<file path="config.mk">
export PLATFORM = sky130hd
export DESIGN_NAME = tile_acc_unit
export DESIGN_NICKNAME = d
export VERILOG_FILES = /design/src/rtl/tile_acc_pkg.sv /design/src/rtl/tile_acc_seq.sv /design/src/rtl/tile_acc_rowcalc.sv /design/src/rtl/tile_acc_store.sv /design/src/rtl/tile_acc_unit.sv
export SDC_FILE = /design/constraint.sdc
export NUM_CORES = 2
export LEC_CHECK = 0
export CORE_MARGIN = 2
export CORE_UTILIZATION = 35
export CTS_BUF_LIST = sky130_fd_sc_hd__clkbuf_16
export DETAILED_ROUTE_END_ITERATION = 16
export GPL_TIMING_DRIVEN = 1
export PLACE_DENSITY_LB_ADDON = 0.08
export SETUP_SLACK_MARGIN = 0.2
export SLEW_MARGIN = 10
export SYNTH_ARGS = -nofsm -noshare
export SYNTH_HDL_FRONTEND = slang
export SYNTH_SLANG_ARGS = --single-unit
</file>
<file path="constraint.sdc">
create_clock -name clk -period 6.1 [get_ports clk]
set_input_delay 1.22 -clock clk [delete_from_list [all_inputs] [get_ports clk]]
set_output_delay 1.22 -clock clk [all_outputs]
set_load 0.005 [all_outputs]
</file>
<file path="src/rtl/tile_acc_pkg.sv">
// Package: shared constants and helpers for the tile row accumulator.
// Assumes the row width is at least 16 bytes.
package tile_acc_pkg;

    localparam int EB32 = 4;   // bytes per narrow element
    localparam int EB64 = 8;   // bytes per wide element

    // Number of tile rows for a given element size and row width.
    function automatic int rows_of(input logic wide, input int vbytes);
        return wide ? vbytes / EB64 : vbytes / EB32;
    endfunction

endpackage

</file>
<file path="src/rtl/tile_acc_seq.sv">
// Sequencer: accepts a command while idle, steps a row counter once per
// cycle, and emits a single-cycle done pulse after the last row.
// Assumes wide_i holds the captured element size during the whole run.
module tile_acc_seq #(
    parameter int VBYTES = 16,
    localparam int RW = $clog2(VBYTES / 4)
) (
    input  logic          clk,
    input  logic          rst_n,
    input  logic          start_i,
    input  logic          wide_i,
    output logic          accept_o,
    output logic          busy_o,
    output logic          done_o,
    output logic [RW-1:0] row_o
);
    import tile_acc_pkg::*;

    logic [RW-1:0] last_row;

    // Final row index for the captured element size.
    always_comb last_row = RW'(rows_of(wide_i, VBYTES) - 1);

    // A command is taken only while idle.
    always_comb accept_o = start_i && !busy_o;

    // Row counter, busy and done state.
    always_ff @(posedge clk) begin
        if (!rst_n) begin
            busy_o <= 1'b0;
            done_o <= 1'b0;
            row_o  <= '0;
        end else begin
            done_o <= 1'b0;
            if (accept_o) begin
                busy_o <= 1'b1;
                row_o  <= '0;
            end else if (busy_o) begin
                if (row_o == last_row) begin
                    busy_o <= 1'b0;
                    done_o <= 1'b1;
                end else begin
                    row_o <= row_o + 1'b1;
                end
            end
        end
    end

    // done is a single-cycle pulse.
    a_r7_done_pulse: assert property (@(posedge clk) disable iff (!rst_n)
        done_o |=> !done_o);

    // done follows directly on the final busy cycle.
    a_r7_done_after_busy: assert property (@(posedge clk) disable iff (!rst_n)
        $fell(busy_o) |-> done_o);

    // the counter never passes the last tile row.
    a_r7_row_bound: assert property (@(posedge clk) disable iff (!rst_n)
        busy_o |-> row_o <= last_row);

endmodule

</file>
<file path="src/rtl/tile_acc_rowcalc.sv">
// Row calculator: forms the updated store row from the old row, the source
// vector and the predicates, for both modes and both element sizes.
// Assumes row_i is below the tile row count of the chosen size.
module tile_acc_rowcalc #(
    parameter int VBYTES = 16,
    localparam int W   = VBYTES * 8,
    localparam int N32 = VBYTES / 4,
    localparam int N64 = VBYTES / 8,
    localparam int RW  = $clog2(N32)
) (
    input  logic [W-1:0]      old_i,
    input  logic [W-1:0]      vec_i,
    input  logic [VBYTES-1:0] colp_i,
    input  logic              row_en_i,
    input  logic [RW-1:0]     row_i,
    input  logic              vert_i,
    input  logic              wide_i,
    output logic [W-1:0]      new_o
);
    logic [W-1:0]  res32;
    logic [W-1:0]  res64;
    logic [31:0]   bcast32;
    logic [63:0]   bcast64;

    // Scalar chosen for the vertical broadcast.
    always_comb begin
        bcast32 = vec_i[32*row_i +: 32];
        bcast64 = vec_i[64*row_i[RW-2:0] +: 64];
    end

    // One adder per 32-bit lane.
    for (genvar j = 0; j < N32; j++) begin : g_l32
        logic [31:0] add32;
        always_comb begin
            add32 = vert_i ? bcast32 : vec_i[32*j +: 32];
            res32[32*j +: 32] = (row_en_i && colp_i[4*j])
                ? old_i[32*j +: 32] + add32 : old_i[32*j +: 32];
        end
    end

    // One adder per 64-bit lane.
    for (genvar j = 0; j < N64; j++) begin : g_l64
        logic [63:0] add64;
        always_comb begin
            add64 = vert_i ? bcast64 : vec_i[64*j +: 64];
            res64[64*j +: 64] = (row_en_i && colp_i[8*j])
                ? old_i[64*j +: 64] + add64 : old_i[64*j +: 64];
        end
    end

    // Select the result for the element size.
    always_comb new_o = wide_i ? res64 : res32;

endmodule

</file>
<file path="src/rtl/tile_acc_store.sv">
// Matrix store: VBYTES rows of VBYTES bytes, one write port and two
// combinational read ports. Synchronous reset clears every row.
module tile_acc_store #(
    parameter int VBYTES = 16,
    localparam int W  = VBYTES * 8,
    localparam int AW = $clog2(VBYTES)
) (
    input  logic          clk,
    input  logic          rst_n,
    input  logic          we_i,
    input  logic [AW-1:0] waddr_i,
    input  logic [W-1:0]  wdata_i,
    input  logic [AW-1:0] raddr_a_i,
    output logic [W-1:0]  rdata_a_o,
    input  logic [AW-1:0] raddr_b_i,
    output logic [W-1:0]  rdata_b_o
);
    logic [W-1:0] mem [VBYTES];

    // Row storage with reset clear.
    always_ff @(posedge clk) begin
        if (!rst_n) begin
            for (int i = 0; i < VBYTES; i++) mem[i] <= '0;
        end else if (we_i) begin
            mem[waddr_i] <= wdata_i;
        end
    end

    // Read ports.
    always_comb begin
        rdata_a_o = mem[raddr_a_i];
        rdata_b_o = mem[raddr_b_i];
    end

endmodule

</file>
<file path="src/rtl/tile_acc_unit.sv">
// Top: captures a command, walks the addressed tile one row per cycle
// through a read-modify-write of the store, and exposes a read port.
// Assumes VBYTES is a power of two and at least 16.
module tile_acc_unit #(
    parameter int VBYTES = 16,
    localparam int W  = VBYTES * 8,
    localparam int AW = $clog2(VBYTES),
    localparam int RW = $clog2(VBYTES / 4)
) (
    input  logic              clk,
    input  logic              rst_n,
    input  logic              start_i,
    input  logic              vert_i,
    input  logic              wide_i,
    input  logic [2:0]        tile_i,
    input  logic [W-1:0]      vec_i,
    input  logic [VBYTES-1:0] rowp_i,
    input  logic [VBYTES-1:0] colp_i,
    output logic              busy_o,
    output logic              done_o,
    input  logic [AW-1:0]     rd_row_i,
    output logic [W-1:0]      rd_data_o
);
    logic              accept;
    logic [RW-1:0]     row;
    logic              vert_q, wide_q;
    logic [2:0]        tile_q;
    logic [W-1:0]      vec_q;
    logic [VBYTES-1:0] rowp_q, colp_q;
    logic [AW-1:0]     waddr;
    logic              row_en;
    logic [W-1:0]      old_row, new_row;

    // Command capture on acceptance only.
    always_ff @(posedge clk) begin
        if (!rst_n) begin
            vert_q <= 1'b0;
            wide_q <= 1'b0;
            tile_q <= '0;
            vec_q  <= '0;
            rowp_q <= '0;
            colp_q <= '0;
        end else if (accept) begin
            vert_q <= vert_i;
            wide_q <= wide_i;
            tile_q <= tile_i;
            vec_q  <= vec_i;
            rowp_q <= rowp_i;
            colp_q <= colp_i;
        end
    end

    // Interleaved store address and row predicate bit for the current row.
    always_comb begin
        if (wide_q) begin
            waddr  = (AW'(row) << 3) | AW'(tile_q);
            row_en = rowp_q[AW'(row) << 3];
        end else begin
            waddr  = (AW'(row) << 2) | AW'(tile_q[1:0]);
            row_en = rowp_q[AW'(row) << 2];
        end
    end

    tile_acc_seq #(.VBYTES(VBYTES)) seq_i (
        .clk(clk), .rst_n(rst_n), .start_i(start_i), .wide_i(wide_q),
        .accept_o(accept), .busy_o(busy_o), .done_o(done_o), .row_o(row)
    );

    tile_acc_rowcalc #(.VBYTES(VBYTES)) calc_i (
        .old_i(old_row), .vec_i(vec_q), .colp_i(colp_q), .row_en_i(row_en),
        .row_i(row), .vert_i(vert_q), .wide_i(wide_q), .new_o(new_row)
    );

    tile_acc_store #(.VBYTES(VBYTES)) store_i (
        .clk(clk), .rst_n(rst_n), .we_i(busy_o), .waddr_i(waddr),
        .wdata_i(new_row), .raddr_a_i(waddr), .rdata_a_o(old_row),
        .raddr_b_i(rd_row_i), .rdata_b_o(rd_data_o)
    );

    // a row with its predicate bit clear is written back unchanged.
    a_r3_row_hold: assert property (@(posedge clk) disable iff (!rst_n)
        (busy_o && !row_en) |-> new_row == old_row);

    // a start during a run leaves the captured command untouched.
    a_r8_start_ignored: assert property (@(posedge clk) disable iff (!rst_n)
        (busy_o && start_i) |=> ($stable(vec_q) && $stable(tile_q)
                                 && $stable(rowp_q) && $stable(colp_q)
                                 && $stable(vert_q) && $stable(wide_q)));

    // nothing is in progress in the cycle after reset.
    a_r9_idle_after_reset: assert property (@(posedge clk)
        $past(!rst_n) |-> (!busy_o && !done_o));

endmodule

</file>
==> results.sh <==
export IMPL_crit_top_cell="buf_4"
export IMPL_core_area_mm2=0.359
export IMPL_layout_setup_ws_ps=315
export IMPL_outcome="complete, but fails checks"
export IMPL_clock_skew_ps=54.1
export IMPL_cp_cell_sequence="buf_12 > buf_4 > mux4_2 > nand2_1 > o21ai_0 > ha_1 > nand3_1 > nor2_1 > nor3_1 > o211ai_1 > buf_4 > o211ai_1 > buf_4 > o21ai_0 > mux2i_2 > nand4_1 > buf_4 > xor2_1 > buf_4 > nor2_1"
export IMPL_gp_congestion=0.984
export IMPL_rsz0062_at_grt="no"
export IMPL_layout_common_cells="2094 x nor2_1, 2048 x edfxtp_1, 1169 x mux4_2, 839 x buf_4, 675 x nand2_1"
export IMPL_peakVddDrop_uv=221
export IMPL_synth_edf_count=2048
export IMPL_p_per_area_mw_per_mm2=282
export IMPL_track_usage_pct=31.5
export IMPL_syn_nets=10700
export IMPL_synthCells=10200
export IMPL_cts_tree="yes"
export IMPL_drtIter0Drc=13400
export IMPL_ys_warn_count=0
export IMPL_place_ws_ps=131
export IMPL_fill_cells=33500
export IMPL_critPathKind="reg2reg"
export IMPL_crit_arrival_ps=6410
export IMPL_ys_seq_area_share_pct=51.0
export IMPL_dp_hpwl_um=386000
export IMPL_start_kind="register"
export IMPL_post_synth_num_cell_types=93
export IMPL_layout_nets=11400
export IMPL_die_h_um=605
export IMPL_grt_max_degree=91
export IMPL_crit_buf_inv=6
export IMPL_synth_main_ff_cell="edfxtp_1"
export IMPL_finalMaxSlewViolations=0
export IMPL_drive_gt1_share_pct=24.8
export IMPL_critPathMaxFanout=28
export IMPL_whs_ps=508
export IMPL_clock_sinks=2193
export IMPL_failed_checks="capacitance limit"
export IMPL_regArea_mm2=0.0644
export IMPL_htreeDepth=5
export IMPL_wl_per_cell_um=36.9
export IMPL_r2r_slack_ps=320
export IMPL_avgSynthCellArea_um2=12.3
export IMPL_synth_seq_cells=2193
export IMPL_dr_pass1_iters=8
export IMPL_clock_latency_ps=940
export IMPL_final_min_clock_period_ps=5780
export IMPL_synthArstFlopShare_pct=0
export IMPL_worst_setup_path_end_kind="register"
export IMPL_hold_violations=0
export IMPL_drc=0
export IMPL_overflow=0
export IMPL_finalSetupViolCount=0
export IMPL_grt_pass1_vias=97600
export IMPL_drt_total_wl_um=588000
export IMPL_setup_tns_ps=0
export IMPL_grt_pass1_wl_um=799000
export IMPL_rows=220
export IMPL_p_leak_uw=0.0539
export IMPL_cp_slowest_stage_delay_ps=600
export IMPL_die_area_mm2=0.366
export IMPL_final_common_cell="nor2_1"
export IMPL_post_dp_cell_area_mm2=0.143
export IMPL_fin_area_mm2=0.152
export IMPL_syn2layout_area_growth_pct=19.9
export IMPL_pin_count=302
export IMPL_cts_buffers=274
export IMPL_cts_buffer_depth=4
export IMPL_worst_hold_path_type="reg2reg"
export IMPL_initial_core_util_pct=35.2
export IMPL_maxCapViolCount=1
export IMPL_multi_input_area_mm2=0.0581
export IMPL_netlist_area_mm2=0.126
export IMPL_max_freq_mhz=173
export IMPL_relSlewSlack_pct=0.178
export IMPL_finalCritPeriodShare_pct=94.8
export IMPL_path_delay_family="buffers and inverters"
export IMPL_io_buffer_count=277
export IMPL_antenna_found_initial=35
export IMPL_die_w_um=605
export IMPL_clockRootBuffer="clkbuf_16"
export IMPL_cp_data_required_time_ps=6730
export IMPL_num_vias=99500
export IMPL_tightest_slew_ps=1480
export IMPL_clk_transition_reported_paths_ps=60
export IMPL_vias_per_cell=6.24
export IMPL_antenna_left=0
export IMPL_slowest_stage="ha_1"
cells by family (layout without fill, tap and decap cells):
family / count (synthesis) / count (layout) / synth area share (%)
buffers and inverters: 1116 / 2041 / 3.53
adders and majority gates: 256 / 256 / 2.57
other: 0 / 11 / 0
muxes: 1217 / 1217 / 21.2
DFF: 2193 / 2193 / 51.0
and+or+nand+nor: 3423 / 3423 / 11.2
xor gates and xnor gates: 177 / 177 / 1.23
AOI/OAI and AO/OA: 1855 / 1855 / 9.26
routing by layer:
metal  GRT usage, %  share of wire (%)  up-vias
li1               -                  -    40700
met1           46.3                 43    52600
met2           48.0                 44     5425
met3           5.35                9.1      773
met4           8.60                3.1        4
met5              0             0.0044        -
metrics by stage:
stage                     std cells  utilization (%)  total power, µW
after CTS                     15900             42.1            42900
after global routing          15900             42.2            44100
after global placement        15400             39.7            27100
after detailed placement      15400             39.7            27100
after floorplan               10200                -            22500
final                         15900             42.2            42800
worst reg2reg max path, stage by stage, from the launching register on:
cell and delay [ps]:
dfxtp_2 340, buf_12 240, buf_4 350, mux4_2 530, nand2_1 220, o21ai_0 590, ha_1 610, nand3_1 90
nor2_1 160, nor3_1 120, o211ai_1 280, buf_4 200, o211ai_1 90, buf_4 160, o21ai_0 240, mux2i_2 380
nand4_1 190, buf_4 240, xor2_1 170, buf_4 230, nor2_1 70
synthesized netlist by cell type (155+ instances only):
cell type	count	area, µm²
nor2_1	2098	7880
nand2_1	717	2690
buf_2	155	776
inv_1	203	762
ha_1	250	3130
o21ai_0	527	2640
nor3_1	195	976
a22oi_1	245	1840
edfxtp_1	2048	61500
mux4_2	1169	26300
clkbuf_1	659	2470
a21oi_1	366	1830
state kept, by name, summed over array words and instances (netlist names):
| name | cells |
|---|---|
| colp_q | 4 |
| rowp_q | 4 |
| seq_i.busy_o | 1 |
| seq_i.done_o | 1 |
| seq_i.row_o | 2 |
| store_i.mem | 2048 |
| tile_q | 3 |
| vec_q | 128 |
| vert_q | 1 |
| wide_q | 1 |
worst paths after layout:
path	start	end	cells after the start
setup / recovery	seq_i.row_o[1]	store_i.mem[6][63]	20
hold / removal	rowp_q[4]	rowp_q[4]	1
hold reg to reg	rowp_q[4]	rowp_q[4]	1
setup reg to reg	seq_i.row_o[1]	store_i.mem[6][63]	20
what timing repair did:
action / 4_1_cts / 5_1_grt
hold buffers: 0 / 0
setup endpoints to repair: 116 / 419
pin swaps: 0 / 2
resized for setup: 3 / 36
buffers inserted: 2 / 4
power by group:
group / internal (µW) / switching [µW]
Sequential: 17000 / 341
Combinational: 3790 / 5810
Clock: 8910 / 6930
Total: 29700 / 13100
layout make-up:
| class | instances | share of cell area (%) |
|---|---|---|
| Multi-Input combinational cell | 6928 | 38.3 |
| Clock inverter | 208 | 1.01 |
| Clock buffer | 279 | 4.61 |
| Timing Repair Buffer | 1351 | 9.09 |
| Antenna cell | 11 | 0.0182 |
| Inverter | 203 | 0.503 |
| Sequential cell | 2193 | 42.5 |
| Tap cell | 4773 | 3.94 |
(Power assumes the default switching activity.)
